`config.mk`:
```
export PLATFORM = sky130hd
export DESIGN_NAME = triple_run_detector
export DESIGN_NICKNAME = d
export VERILOG_FILES = /design/src/rtl/triple_run_detector.sv
export SDC_FILE = /design/constraint.sdc
export NUM_CORES = 1
export LEC_CHECK = 0
export ABC_AREA = 1
export BUFFER_PORTS_ARGS = -buffer_cell sky130_fd_sc_hd__buf_4
export CAP_MARGIN = 20
export CORE_AREA = 5 5 42 44
export CTS_CLUSTER_DIAMETER = 60
export CTS_CLUSTER_SIZE = 12
export DETAILED_ROUTE_END_ITERATION = 16
export DIE_AREA = 0 0 47 49
export GPL_ROUTABILITY_DRIVEN = 0
export SLEW_MARGIN = 15
export SYNTH_ARGS = -nofsm -noshare
export SYNTH_HDL_FRONTEND = slang
export SYNTH_SLANG_ARGS = --single-unit
```
`constraint.sdc`:
```
create_clock -name clk -period 1.3 [get_ports clk]
set_clock_uncertainty 0.2 [all_clocks]
set_input_delay 0.195 -clock clk [delete_from_list [all_inputs] [get_ports clk]]
set_output_delay 0.195 -clock clk [all_outputs]
set_load 0.1 [all_outputs]
```
`src/rtl/triple_run_detector.sv`:
```
module triple_run_detector (
  input  logic clk,
  input  logic rst,
  input  logic bit_vld,
  input  logic bit_in,
  output logic hit
);

  typedef enum logic [2:0] {
    S_IDLE = 3'd0,
    S_ONE1 = 3'd1,
    S_TWO1 = 3'd2,
    S_ONE0 = 3'd3,
    S_TWO0 = 3'd4
  } run_state_t;

  run_state_t state, state_nx;

  logic run_is_one, run_is_zero, run_long;

  assign run_is_one  = (state == S_ONE1) || (state == S_TWO1);
  assign run_is_zero = (state == S_ONE0) || (state == S_TWO0);
  assign run_long    = (state == S_TWO1) || (state == S_TWO0);

  always_comb begin
    state_nx = state;
    if (bit_vld) begin
      if (bit_in) state_nx = run_is_one  ? S_TWO1 : S_ONE1;
      else        state_nx = run_is_zero ? S_TWO0 : S_ONE0;
    end
  end

  always_ff @(posedge clk) begin
    if (rst) state <= S_IDLE;
    else     state <= state_nx;
  end

  assign hit = bit_vld && run_long && (bit_in == run_is_one);

  a_r6_hold_when_idle: assert property (@(posedge clk) disable iff (rst)
    !bit_vld |=> $stable(state));

  a_r7_hit_needs_valid: assert property (@(posedge clk) disable iff (rst)
    hit |-> bit_vld);

  a_r1_no_hit_from_empty: assert property (@(posedge clk) disable iff (rst)
    (state == S_IDLE) |-> !hit);

  a_r4_overlap_continues: assert property (@(posedge clk) disable iff (rst)
    hit ##1 (bit_vld && (bit_in == $past(bit_in))) |-> hit);

  a_r5_flip_from_ones: assert property (@(posedge clk) disable iff (rst)
    (bit_vld && !bit_in && state == S_TWO1) |=> state == S_ONE0);

  a_r5_flip_from_zeros: assert property (@(posedge clk) disable iff (rst)
    (bit_vld && bit_in && state == S_TWO0) |=> state == S_ONE1);

endmodule

```
=== After elaboration in Yosys (flattened, before gate mapping) ===
Cells that the tools add are included.

* Equal/unequal tests: 5
* Muxes and demuxes: 3
* Reductions and logical operators: 5

{| class="wikitable"
|+ Operators with widths
! kind !! number
|-
| == test 3 x 2 -> 1 bit (second input constant) || 2
|-
| two-way mux 3 bit || 2
|-
| == test 3 x 1 -> 1 bit (second input constant) || 1
|-
| == test 3 bit (second input constant) || 1
|-
| logical OR 1 bit || 3
|-
| logical AND 1 bit || 2
|-
| two-way mux 2 bit || 1
|-
| == test 1 bit || 1
|}

* Register bits after elaboration: 3
* Input bits: 4
* Output and inout bits: 1
* Logic and storage cells: 14

=== Logic depth before layout (Yosys ltp) ===
Gate-level depths: netlist of run 1.

* Word-level depth: 4
* Gate-level depth with buffers: 6
* Mapped depth without buffers: 6

=== Least setup slack after synthesis of run 1 ===
OpenSTA, ideal clock, no wires.

* Path kind: register to output
* Start: register state[1]
* End: output port hit
* Arrival time: 1.443 ns
* Data required time: 0.905 ns
* Path slack: -0.538 ns
* Stages on the path, launching flop included: 6
* Path buffers: 0
* Path through: dfxtp_1 nor2_1 nor2_1 nand2_1 nand2_2 and3b_1

* Cells in the longest elaborated chain, start to end: 4
* Elaborated cells between the ends (all ways): 8
* Classes of those cells: eq/ne (4); reduce/logical (4)

{| class="wikitable"
|+ Ends and longest elaborated chain
! item !! line !! text
|-
| from (decl) || 17 || <nowiki>run_state_t state, state_nx;</nowiki>
|-
| from (signal assigned) || 35 || <nowiki>else state <= state_nx;</nowiki>
|-
| == test 3 x 1 -> 1 bit (tied with other cells) || 21 || <nowiki>assign run_is_one = (state == S_ONE1) || (state == S_TWO1);</nowiki>
|-
| logical OR 1 bit (on tied branches) || 21, 23 ||
|-
| == test 1 bit or logical AND 1 bit (tied branches) || 38 || <nowiki>assign hit = bit_vld && run_long && (bit_in == run_is_one);</nowiki>
|-
| logical AND 1 bit (*) || 38 ||
|-
| to (decl) || 6 || <nowiki>output logic hit</nowiki>
|}

Mark *: on every way between the ends. The rest lies on a longest branch, timed or not.

=== Final worst setup path of run 1 ===
Same ends and word-level chain as after synthesis.

==> results of run 1 <==
metal layers:
metal	global-route usage [%]	share of wire (%)	vias to the layer above
met5	0	0	-
met4	4.15	0	0
met1	7.25	51	94
li1	-	-	123
met2	5.66	41	5
met3	1.11	8.0	0
worst max-delay path, delay by kind of cell, from the launching register on:
kind / cells / cell delay, ns
buf+inv: 1 / 0.17
flops: 1 / 0.36
simple gates: 5 / 0.46
worst min path at each step:
stage / slack, ns / startpoint / cells after the start / endpoint
after global routing: 0.10 / bit_vld / 3 / state[0]
after detailed placement: 0.16 / rst / 2 / state[1]
after CTS: 0.07 / bit_vld / 3 / state[0]
after global placement: 0.17 / rst / 2 / state[1]
final: 0.07 / bit_vld / 3 / state[0]
after floorplan: 0.05 / rst / 1 / state[1]
cells by family (layout without fill, tap and decap cells):
| kind of cell | after synthesis | after routing | share of synthesized area [%] |
|---|---|---|---|
| buffers and inverters | 4 | 20 | 7.94 |
| flip-flops | 3 | 3 | 31.8 |
| AO/OA/AOI/OAI | 9 | 9 | 29.1 |
| AND/OR/NAND/NOR | 12 | 12 | 31.1 |
synth_stat cells, drive strengths merged:
master,instances,area share (%)
a21oi,6,18
and3b,1,4.6
o21bai,1,4.0
dfxtp,3,32
nand2,8,19
nand3b,1,4.0
o21ai,2,7.3
inv,4,7.9
nor2,2,4.0
area by class of cell:
cell class | count | area [um2]
fill | 165 | 1040
multi-input combinational | 21 | 125
timing repair buffer | 12 | 109
sequential | 3 | 67.6
clock buffer | 4 | 26.3
tap | 16 | 20.0
inverter | 4 | 15.0
power groups by stage:
stage	sequential, uW	clock [uW]	combinational [uW]
after floorplan	110	0	40.2
after global placement	110	0	75.9
after detailed placement	110	0	75.7
after CTS	109	170	82.1
after global routing	109	179	101
final	108	159	91.7
what timing repair did:
action	in CTS	in global routing
endpoints found under the hold margin	2	0
setup endpoints to repair	1	1
resized for setup	3	3
buffers inserted	0	1
pin swaps	1	3
hold buffers	1	0
through the flow:
step | instance area [um2] | setup TNS (ns) | utilization [%] | worst slack (ns)
6_report | 363 | -0.318 | 25.9 | -0.318
5_1_grt | 363 | -0.390 | 25.9 | -0.387
4_1_cts | 345 | -0.328 | 24.6 | -0.328
3_5_place_dp | 297 | -0.163 | 21.2 | -0.163
3_3_place_gp | 297 | -0.156 | 21.2 | -0.156
2_1_floorplan | 201 | -0.117 | - | -0.117
==> impl_metrics.json, run 1 <==
{
  "status": "finished, violations left",
  "violations": "negative setup slack",
  "final_common_cell": "buf_4",
  "dieWidth_um": 47,
  "worst_slew_pin_slew_ns": 0.185,
  "cpPeakStageDelay_ns": 0.36,
  "top_regs": "state: 3 flops",
  "syn-cell-area_um2": 189,
  "cp.arrival_ns": 1.22,
  "crit_path_end_kind": "primary output",
  "crit_path_start_kind": "register",
  "finalPower_uw": 359,
  "viasPerCell": 3.70,
  "cap_violations": 0,
  "r2r_cells": 8,
  "clkTransAtPathRegs_ns": 0.03,
  "start_util_pct": 13.5,
  "cts_sinks": 3,
  "power_switching_uw": 93.8,
  "cts-root-buf": "clkbuf_4",
  "cellPowerDensity_nw_per_um2": 988,
  "grt_pass1_vias": 221,
  "insertion_delay_ns": 0.23,
  "dr.pass1.iters": 2,
  "max_freq_mhz": 618,
  "ys_types": 12,
  "syn_to_final_growth_pct": 92.1,
  "worst_path_most_repeated_cell": "nor2_1",
  "io_pins": 5,
  "largest_reg_flops": 3,
  "vias": 222,
  "period_minus_slack_ns": 1.62,
  "critPathMaxFanout": 5,
  "top_register": "state",
  "drt-initial-drc-count": 1,
  "setup_slack_ns": -0.318,
  "synth-seq-area-share_pct": 31.8,
  "hp-class": "input pin to register",
  "layout_common_cells": "buf_4 (9), nand2_1 (6), inv_1 (4)",
  "wl_um": 461,
  "cp_cell_sequence": "nor2_1, nor2_1, nand2_1, nand2_2, and3b_4, buf_12",
  "grt_max_degree": 6,
  "core_um2": 1400,
  "seqPwrFrac_pct": 30.2,
  "critPathKind": "register to primary output",
  "drive_above_1_share_pct": 52.3,
  "required_ns": 0.90,
  "grt_antenna_before_repair": 0,
  "syn_nets": 32,
  "hold_violations": 0,
  "switching_share_pct": 26.2,
  "grt_usage_pct": 4.93,
  "intPower_uw": 265,
  "combinationalPowerShare_pct": 25.6,
  "overflow": 0,
  "peakVddDrop_mv": 0.353,
  "diodes": 0,
  "whs_ns": 0.0700,
  "yosysWarnings": 0,
  "final_cells": 60,
  "ant_nets": 0,
  "num_rows": 14,
  "place_inst": 54,
  "p_clk_share_pct": 44.3,
  "die_area_um2": 2300,
  "timing.rr.end": "state[1]",
  "portBuffers": 4,
  "drc_errors": 0,
  "netlist_instances": 28,
  "worst_path_max_delay_cell": "dfxtp_4",
  "cts_tree": "done",
  "maxSlewViolCount": 0,
  "cts_buffer_depth": 2,
  "relSlewSlack_pct": 87.6,
  "setup_violations": 1,
  "syn_area_per_cell_um2": 6.75,
  "die_h_um": 49,
  "finalCritPeriodShare_pct": 124,
  "nets": 49,
  "wire_per_inst_um": 7.68,
  "crit_start": "state[1]",
  "grt_pass1_wl_um": 828,
  "r2r_slack_ns": 0.05,
  "cp-endpoint": "hit",
  "rsz0062_at_grt": "yes",
  "cts_htree_levels": 1,
  "ys_ff_latch": 3,
  "hpwl_um": 361,
  "reg2reg_from": "state[0]",
  "leakage_uw": 0.000172,
  "numCtsBuffers": 3
}
No activity file was read; power rests on OpenSTA's default activity.
==> inputs of run 2 (changes only) <==
--- a/config.mk
+++ b/config.mk
@@ -14,6 +14,7 @@
 export DETAILED_ROUTE_END_ITERATION = 16
 export DIE_AREA = 0 0 47 49
 export GPL_ROUTABILITY_DRIVEN = 0
+export SETUP_SLACK_MARGIN = 0.1
 export SLEW_MARGIN = 15
 export SYNTH_ARGS = -nofsm -noshare
 export SYNTH_HDL_FRONTEND = slang
==> run 2 against run 1 <==
The run still ends with negative setup slack left. Worst hold slack lost 0.00087 ns. Die area unchanged. Fmax about the same. Critical path depth did not move. Utilization down 0.54 points. Clock power about the same. Clock-buffer cell count unchanged. Routed wire length decreased by 0.87%. Flip-flop and latch count unchanged. Critical endpoint unchanged.
==> impl_metrics.json, run 2 (same netlist as run 1, synthesis figures left out) <==
{
  "required_ns": 0.90,
  "worst_slew_pin_slew_ns": 0.152,
  "dr.pass1.iters": 4,
  "peakVddDrop_mv": 0.355,
  "critPathKind": "register to primary output",
  "layout_common_cells": "buf_4 (9), nand2_1 (6), inv_1 (4)",
  "placed_area_um2": 297,
  "cts_tree": "done",
  "insertion_delay_ns": 0.23,
  "crit_path_end_kind": "primary output",
  "max_freq_mhz": 618,
  "fin_setup_tns_ns": -0.317,
  "violations": "negative setup slack",
  "setup_slack_ns": -0.317,
  "cap_violations": 0,
  "vias": 221,
  "stdcell_area_um2": 355,
  "die_h_um": 49,
  "final_cells": 59,
  "maxSlewViolCount": 0,
  "drc_errors": 0,
  "cts_htree_levels": 1,
  "nets": 48,
  "numCtsBuffers": 3,
  "top_register": "state",
  "io_pins": 5,
  "dieWidth_um": 47,
  "start_util_pct": 13.5,
  "grt_antenna_before_repair": 0,
  "cellPowerDensity_nw_per_um2": 991,
  "overflow": 0,
  "viasPerCell": 3.75,
  "hpwl_um": 361,
  "hold_violations": 0,
  "cts_buffer_depth": 2,
  "whs_ns": 0.0692,
  "grt_usage_pct": 4.93,
  "ant_nets": 0,
  "grt_max_degree": 6,
  "cp.arrival_ns": 1.22,
  "cts_sinks": 3,
  "portBuffers": 4,
  "crit_path_start_kind": "register",
  "leakage_uw": 0.000166,
  "syn_to_final_growth_pct": 88.1,
  "num_rows": 14,
  "fill_cells": 165,
  "core_um2": 1400,
  "largest_reg_flops": 3,
  "period_minus_slack_ns": 1.62,
  "drt-initial-drc-count": 3,
  "hp-class": "input pin to register",
  "rsz0062_at_grt": "yes",
  "utilization_pct": 25.4,
  "critPathMaxFanout": 5,
  "finalCritPeriodShare_pct": 124,
  "grt_pass1_wl_um": 828,
  "relSlewSlack_pct": 89.9,
  "cts-root-buf": "clkbuf_4",
  "clkTransAtPathRegs_ns": 0.03,
  "status": "finished, violations left",
  "final_common_cell": "buf_4",
  "wire_per_inst_um": 7.75,
  "diodes": 0,
  "drive_above_1_share_pct": 53.5,
  "grt_pass1_vias": 221,
  "top_regs": "state: 3 flops",
  "setup_violations": 1,
  "wl_um": 457,
  "die_area_um2": 2300,
  "place_inst": 54
}
==> run 2: changes by cell type in the layout (fill, tap and decap cells not counted) <==
| cell | before | now |
|---|---|---|
| buf_6 | 1 | 0 |
| o21ai_1 | 1 | 0 |
| o21ai_2 | 1 | 2 |
==> run 2: metrics by stage <==
stage / setup WS (ns) / power [uW]
4_1_cts: -0.328 / 362
5_1_grt: -0.387 / 383
2_1_floorplan: -0.117 / 150
3_5_place_dp: -0.163 / 186
6_report: -0.317 / 352
3_3_place_gp: -0.156 / 186
==> run 2: final cells by class <==
| class | instances | area [um2] | area share [%] |
|---|---|---|---|
| multi-input cells | 21 | 129 | 36.3 |
| clock buffers | 4 | 26.3 | 7.39 |
| well taps | 16 | 20.0 | 5.63 |
| flip-flops and latches | 3 | 67.6 | 19.0 |
| inverters | 4 | 15.0 | 4.23 |
| repair buffers | 11 | 97.6 | 27.5 |
==> run 2: layer usage <==
layer | track usage [%] | up-vias | part of all wire [%]
met2 | 5.66 | 5 | 41
met3 | 1.11 | 0 | 8.1
li1 | - | 124 | -
met5 | 0 | - | 0
met4 | 4.15 | 0 | 0
met1 | 7.25 | 92 | 51
==> run 2: power by group <==
group / internal [uW] / switching (uW) / leakage [uW]
registers: 99.3 / 8.76 / 0.0000259
clock network: 115 / 44.0 / 0.0000150
logic: 44.5 / 40.9 / 0.000125
==> run 2: final timing paths <==
check / depth (start not counted) / endpoint / from / slack, ns
worst max register to register: 6 / state[0] / state[0] / 0.09
worst min register to register: 3 / state[2] / state[2] / 0.45
worst min-delay path: 3 / state[0] / bit_vld / 0.07
worst max-delay path: 6 / hit / state[1] / -0.32
==> run 2: worst max-delay path: stages, from the launching register on <==
cell and delay (ns):
dfxtp_4 0.36, nor2_1 0.04, nor2_1 0.09, nand2_1 0.07, nand2_2 0.06, and3b_4 0.20, buf_12 0.17
==> run 2: what timing repair did <==
action	CTS	global route
resized for setup	4	2
hold endpoints to repair	2	0
buffers inserted	0	1
pin swaps	1	3
hold buffers	1	0
endpoints found under the setup margin	3	4
